`config.mk`:
```
export PLATFORM = sky130hd
export DESIGN_NAME = commit_regmap
export DESIGN_NICKNAME = d
export VERILOG_FILES = /design/src/rtl/cmap_pkg.sv /design/src/rtl/cmap_ctrl.sv /design/src/rtl/cmap_store.sv /design/src/rtl/commit_regmap.sv
export SDC_FILE = /design/constraint.sdc
export NUM_CORES = 1
export LEC_CHECK = 0
export ABC_AREA = 1
export BUFFER_PORTS_ARGS = -buffer_cell sky130_fd_sc_hd__buf_2
export CORE_AREA = 3 3 274 276
export CTS_CLUSTER_SIZE = 25
export DETAILED_ROUTE_END_ITERATION = 16
export DIE_AREA = 0 0 277 279
export PLACE_DENSITY = 0.5
export SYNTH_ARGS = -nofsm -noshare
export SYNTH_HDL_FRONTEND = slang
export SYNTH_SLANG_ARGS = --single-unit
```
`constraint.sdc`:
```
create_clock -name clk -period 4.42 [get_ports clk]
set_clock_uncertainty 0.2 [all_clocks]
set_input_delay 0.884 -clock clk [delete_from_list [all_inputs] [get_ports clk]]
set_output_delay 0.884 -clock clk [all_outputs]
set_load 0.005 [all_outputs]
```
`src/rtl/cmap_pkg.sv`:
```
package cmap_pkg;

  // Strobes from the commit decoder to the map storage
  typedef struct packed {
    logic mapWrOne;   // write dst entry with dstPhys
    logic mapWrPair;  // write even/odd entries of dst pair
    logic alignBase;  // clear bit 0 of the pair base first
    logic recSet;     // set pair record to dst
    logic recClr;     // clear pair record of dst
    logic srcAClr;    // clear pair record of srcA
    logic srcBClr;    // clear pair record of srcB
  } cmapStrobes_t;

endpackage

```
`src/rtl/cmap_ctrl.sv`:
```
module cmap_ctrl
  import cmap_pkg::*;
#(
  parameter int NUM_INT = 32,
  parameter int NUM_FP  = 32,
  parameter int LOG_W   = 6
) (
  input  logic             commit,
  input  logic [LOG_W-1:0] srcA,
  input  logic [LOG_W-1:0] srcB,
  input  logic [LOG_W-1:0] dstLog,
  input  logic             isDouble,
  input  logic [LOG_W-1:0] recAtDst,
  output cmapStrobes_t     strb
);
  localparam int FP_LO = NUM_INT;
  localparam int FP_HI = NUM_INT + NUM_FP;

  function automatic logic isFp(input logic [LOG_W-1:0] l);
    return ({1'b0, l} >= (LOG_W+1)'(FP_LO)) && ({1'b0, l} < (LOG_W+1)'(FP_HI));
  endfunction

  function automatic logic samePair(input logic [LOG_W-1:0] a, input logic [LOG_W-1:0] b);
    return a[LOG_W-1:1] == b[LOG_W-1:1];
  endfunction

  logic srcAValid, srcBValid, dstValid, dstIsFp, srcHitsDst;
  logic [LOG_W-1:0] effRec;

  assign srcAValid  = commit && (srcA != '0) && isFp(srcA);
  assign srcBValid  = commit && (srcB != '0) && isFp(srcB);
  assign dstValid   = commit && (dstLog != '0);
  assign dstIsFp    = isFp(dstLog);
  // sources clear their records before the destination rule looks at them
  assign srcHitsDst = (srcAValid && samePair(srcA, dstLog)) ||
                      (srcBValid && samePair(srcB, dstLog));
  assign effRec     = srcHitsDst ? '0 : recAtDst;

  always_comb begin
    strb         = '0;
    strb.srcAClr = srcAValid;
    strb.srcBClr = srcBValid;
    if (dstValid) begin
      if (!dstIsFp) begin
        strb.mapWrOne = 1'b1;
      end else if (isDouble) begin
        strb.mapWrPair = 1'b1;
        strb.recClr    = 1'b1;
      end else if (effRec == (dstLog ^ LOG_W'(1))) begin
        strb.recClr = 1'b1;
      end else begin
        strb.mapWrPair = 1'b1;
        strb.alignBase = 1'b1;
        strb.recSet    = 1'b1;
      end
    end
  end

endmodule

```
`src/rtl/cmap_store.sv`:
```
module cmap_store
  import cmap_pkg::*;
#(
  parameter int NUM_INT = 32,
  parameter int NUM_FP  = 32,
  parameter int LOG_W   = 6,
  parameter int PHYS_W  = 7
) (
  input  logic              clk,
  input  logic              rst,
  input  cmapStrobes_t      strb,
  input  logic [LOG_W-1:0]  srcA,
  input  logic [LOG_W-1:0]  srcB,
  input  logic [LOG_W-1:0]  dstLog,
  input  logic [PHYS_W-1:0] dstPhys,
  input  logic [LOG_W-1:0]  rdLog,
  output logic [PHYS_W-1:0] rdPhys,
  output logic [LOG_W-1:0]  recAtDst
);
  localparam int NUM_LOG   = NUM_INT + NUM_FP;
  localparam int NUM_PAIRS = NUM_FP / 2;
  localparam int PAIR_W    = $clog2(NUM_PAIRS);
  localparam int PAIR_OFS  = NUM_INT / 2;

  logic [PHYS_W-1:0] mapTab [NUM_LOG];
  logic [LOG_W-1:0]  rec    [NUM_PAIRS];
  logic [NUM_LOG*PHYS_W-1:0] mapFlat;

  function automatic logic [PAIR_W-1:0] pairOf(input logic [LOG_W-1:0] l);
    logic [LOG_W-2:0] p;
    p = l[LOG_W-1:1] - (LOG_W-1)'(PAIR_OFS);
    return p[PAIR_W-1:0];
  endfunction

  logic [LOG_W-1:0]  dstEven, dstOdd;
  logic [PHYS_W-1:0] pairBase;
  logic [PAIR_W-1:0] dstPair, srcAPair, srcBPair;

  assign dstEven  = {dstLog[LOG_W-1:1], 1'b0};
  assign dstOdd   = {dstLog[LOG_W-1:1], 1'b1};
  assign pairBase = strb.alignBase ? {dstPhys[PHYS_W-1:1], 1'b0} : dstPhys;
  assign dstPair  = pairOf(dstLog);
  assign srcAPair = pairOf(srcA);
  assign srcBPair = pairOf(srcB);

  always_ff @(posedge clk) begin
    if (rst) begin
      for (int i = 0; i < NUM_LOG; i++) mapTab[i] <= PHYS_W'(i);
    end else begin
      if (strb.mapWrOne) mapTab[dstLog] <= dstPhys;
      if (strb.mapWrPair) begin
        mapTab[dstEven] <= pairBase;
        mapTab[dstOdd]  <= pairBase + PHYS_W'(1);
      end
    end
  end

  always_ff @(posedge clk) begin
    if (rst) begin
      for (int p = 0; p < NUM_PAIRS; p++) rec[p] <= '0;
    end else begin
      for (int p = 0; p < NUM_PAIRS; p++) begin
        if ((strb.srcAClr && srcAPair == PAIR_W'(p)) ||
            (strb.srcBClr && srcBPair == PAIR_W'(p)))
          rec[p] <= '0;
        if (dstPair == PAIR_W'(p)) begin
          if (strb.recClr)      rec[p] <= '0;
          else if (strb.recSet) rec[p] <= dstLog;
        end
      end
    end
  end

  for (genvar g = 0; g < NUM_LOG; g++) begin : g_flat
    assign mapFlat[g*PHYS_W +: PHYS_W] = mapTab[g];
  end

  assign rdPhys   = mapTab[rdLog];
  assign recAtDst = rec[dstPair];

  AST_TABLE_HOLDS: assert property (@(posedge clk) disable iff (rst)
    (!strb.mapWrOne && !strb.mapWrPair) |=> $stable(mapFlat));

  AST_SINGLE_ENTRY: assert property (@(posedge clk) disable iff (rst)
    strb.mapWrOne |=> (mapTab[$past(dstLog)] == $past(dstPhys)));

  AST_PAIR_CONSECUTIVE: assert property (@(posedge clk) disable iff (rst)
    strb.mapWrPair |=> (mapTab[$past(dstOdd)] == mapTab[$past(dstEven)] + PHYS_W'(1)));

  AST_HALF_ALIGNED: assert property (@(posedge clk) disable iff (rst)
    strb.recSet |=> (rec[$past(dstPair)] == $past(dstLog)) &&
                    (mapTab[$past(dstEven)][0] == 1'b0));

  AST_COMPLETE_NO_REMAP: assert property (@(posedge clk) disable iff (rst)
    (strb.recClr && !strb.mapWrPair) |=> (rec[$past(dstPair)] == '0) && $stable(mapFlat));

endmodule

```
`src/rtl/commit_regmap.sv`:
```
module commit_regmap
  import cmap_pkg::*;
#(
  parameter int NUM_INT = 32,
  parameter int NUM_FP  = 32,
  parameter int PHYS_W  = 7,
  localparam int LOG_W  = $clog2(NUM_INT + NUM_FP)
) (
  input  logic              clk,
  input  logic              rst,
  input  logic              commit,
  input  logic [LOG_W-1:0]  srcA,
  input  logic [LOG_W-1:0]  srcB,
  input  logic [LOG_W-1:0]  dstLog,
  input  logic [PHYS_W-1:0] dstPhys,
  input  logic              isDouble,
  input  logic [LOG_W-1:0]  rdLog,
  output logic [PHYS_W-1:0] rdPhys
);
  cmapStrobes_t     strb;
  logic [LOG_W-1:0] recAtDst;

  cmap_ctrl #(.NUM_INT(NUM_INT), .NUM_FP(NUM_FP), .LOG_W(LOG_W)) i_ctrl (
    .commit(commit), .srcA(srcA), .srcB(srcB), .dstLog(dstLog),
    .isDouble(isDouble), .recAtDst(recAtDst), .strb(strb)
  );

  cmap_store #(.NUM_INT(NUM_INT), .NUM_FP(NUM_FP), .LOG_W(LOG_W), .PHYS_W(PHYS_W)) i_store (
    .clk(clk), .rst(rst), .strb(strb), .srcA(srcA), .srcB(srcB),
    .dstLog(dstLog), .dstPhys(dstPhys), .rdLog(rdLog), .rdPhys(rdPhys),
    .recAtDst(recAtDst)
  );

endmodule

```
==> out/metrics.cfg <==
[yosys]
yosys.area.top_type_share=0.642
netlist_area_sq_um=25400
yosys_warnings=0
synth_common_cells=nor2_1, edfxtp_1, nand2_1, o21ai_0, inv_1
synth.avg_cell_area_sq_um=9.62
yosysMostFrequentCell=nor2_1
yosysTopAreaCell=edfxtp_1
synth-main-ff-cell=edfxtp_1
synth_area_leaders=edfxtp_1, nor2_1, nand2_1
synth_cells=2643
ys_types=41
ys_async_sr_fraction=0
synth_seq_cells=544
yosysSeqAreaShare=0.642
synth_edf_count=544

[placement]
place_congestion=0.906
io_buffer_count=39
placed_cells=3608
place_hpwl_um=50500

[worst_setup_path]
endpoint_kind=output port
critPathRequiredTime_ps=3340
critPathArrivalTime_ps=3080
cp_cell_sequence=buf_6 -> buf_12 -> buf_4 -> nor2_1 -> o22ai_1 -> o21ai_0 -> o22ai_1 -> buf_4 -> o211ai_1 -> nand2_1 -> buf_2
critPathKind=input port to output port
crit_buf_inv=5
worstPathMaxFanout=40
crit_path_start_kind=input port
slowest_stage=o211ai_1
worst_path_largest_cell_delay_ps=320
crit_family=buffers and inverters

[floorplanning]
die_w_um=277
design.core.area_sq_um=72800
pin_count=42
die_y_um=279
die-area_sq_um=77300
rows=99
start_util=0.349

[sta]
worst_pin_slew_ps=806
slew_headroom=0.463
setup_viol=0
hold_violations=0
final-max-slew-violation-count=0
fin_setup_tns_ps=0
whs_ps=491
period_share=0.942
fmax_mhz=240
rsz0062_at_grt=no
post-route-min-period_ps=4160

[layout]
fin_cells=3716
finalNetCount=2745
insertedDiodeCount=0
areaGrowthSynthToFinish_pct=14.5
drive_gt1_frac=0.0994

[drt]
wl_met1_um=33000
avgViaCountPerCell=5.11
maxUsedRoutingLayer=met4
ant_nets=0
num_vias=19000
wl_per_cell_um=20.2
routed_wl_um=75000
met3WireLength_um=4220
met2_length_um=36200
drc=0
drtPass1Iterations=5
drt-initial-drc-count=1917

[global_routing]
grt-ovfl-total=0
grt_usage=0.192
grt_pass1_wl_um=114000
grt_pass1_vias=18800
antenna_found_initial=0
grt_max_degree=79

[outcome]
run_status=completed

[clock_network]
clkSlewWorstSetupHoldPaths_ps=60
cts_max_path_buffers=3
cts_buffers=58
htree_levels=2
cts_tree=done
clock_sinks=544
root_buffer=clkbuf_16
post_cts_buffers=0
ctsHoldBuffers=0
insertion_delay_ps=630
cts_resized=0

[power]
power_density_nw_per_um2=412
ir_drop_mv=0.327
total_leakage_power_nw=11.2

[worst_hold_path]
worstHoldPathType=input port to register

[job]
maxCapViolations=0

power by group:
group,internal [mW],switching (mW)
clock network,2.83,2.06
logic,0.301,0.790
registers,5.95,0.0729
total,9.08,2.92
layout make-up:
type / instances / area (sq um)
clock buffers: 76 / 1520
clock inverters: 32 / 370
fillers: 7217 / 43700
inverters: 204 / 776
multi-input cells: 1758 / 7730
flip-flops and latches: 544 / 16300
well taps: 959 / 1200
repair buffers: 143 / 1200
cell usage in the layout (no fill, tap or decap), types with 27 or more instances in the layout:
master,netlist,final
edfxtp_1,544,544
conb_1,1,39
buf_2,17,37
inv_2,19,27
nand3_1,49,49
nor2_1,701,701
buf_4,7,88
nand2_1,456,456
o22ai_1,123,123
o21ai_0,280,280
inv_1,180,172
clkbuf_16,0,58
path summary, 6_finish.rpt:
path                                      to  slack (ps)  depth (start not counted)                             start
max                                rdPhys[2]         260                         11                          rdLog[0]
min          i_store.mapTab[46][4]$_DFFE_PP_         490                          3                        dstPhys[4]
max reg2reg  i_store.mapTab[33][6]$_DFFE_PP_        1250                         23  i_store.rec[12][1]$_SDFFCE_PP0P_
min reg2reg  i_store.mapTab[36][5]$_DFFE_PP_        1510                         12   i_store.rec[8][5]$_SDFFCE_PN0P_
worst reg2reg max path, stage by stage (launching register included):
cell and delay (ps):
edfxtp_1 320, inv_1 40, nand2_1 60, nand2_1 50, nand2_1 60, nand2_1 50, nand2_1 50, nand2_1 110
nor2_1 150, nand2_1 70, nand2_1 60, nand2_1 40, nor2b_1 180, nand3_1 150, nand3_2 170, nand2_2 90
inv_1 70, ha_1 150, nand3_1 150, nor3_1 220, xor2_1 90, inv_1 130, buf_12 170, nor2_1 70
metrics by stage:
step	utilization	setup WS, ps	area [sq um]	power (mW)
floorplan	-	421	25600	6.73
global placement	0.374	78.7	27200	7.21
detailed placement	0.374	104	27200	7.22
CTS	0.400	197	29100	12.1
global route	0.400	118	29100	12.5
finish	0.400	257	29100	12.0
state kept, by name, indices dropped and copies added (netlist names):
signal	count
i_store.rec	96
i_store.mapTab	448
cell families (layout without fill, tap and decap cells):
logic type | Yosys count | after routing | share of synthesized area
buf+inv | 379 | 455 | 0.0596
fa+ha+maj | 1 | 1 | 0.000492
simple gates | 1250 | 1250 | 0.193
xor+xnor | 7 | 7 | 0.00241
other cells | 1 | 39 | 0.000147
flops | 544 | 544 | 0.642
compound gates | 461 | 461 | 0.102
routing by layer:
layer  GRT usage  vias to the layer above
met1       0.263                     9335
met2       0.324                      545
met3      0.0253                       94
met5           0                        -
li1            -                     9022
met4      0.0465                        0
No activity file was read; power rests on OpenSTA's default activity.
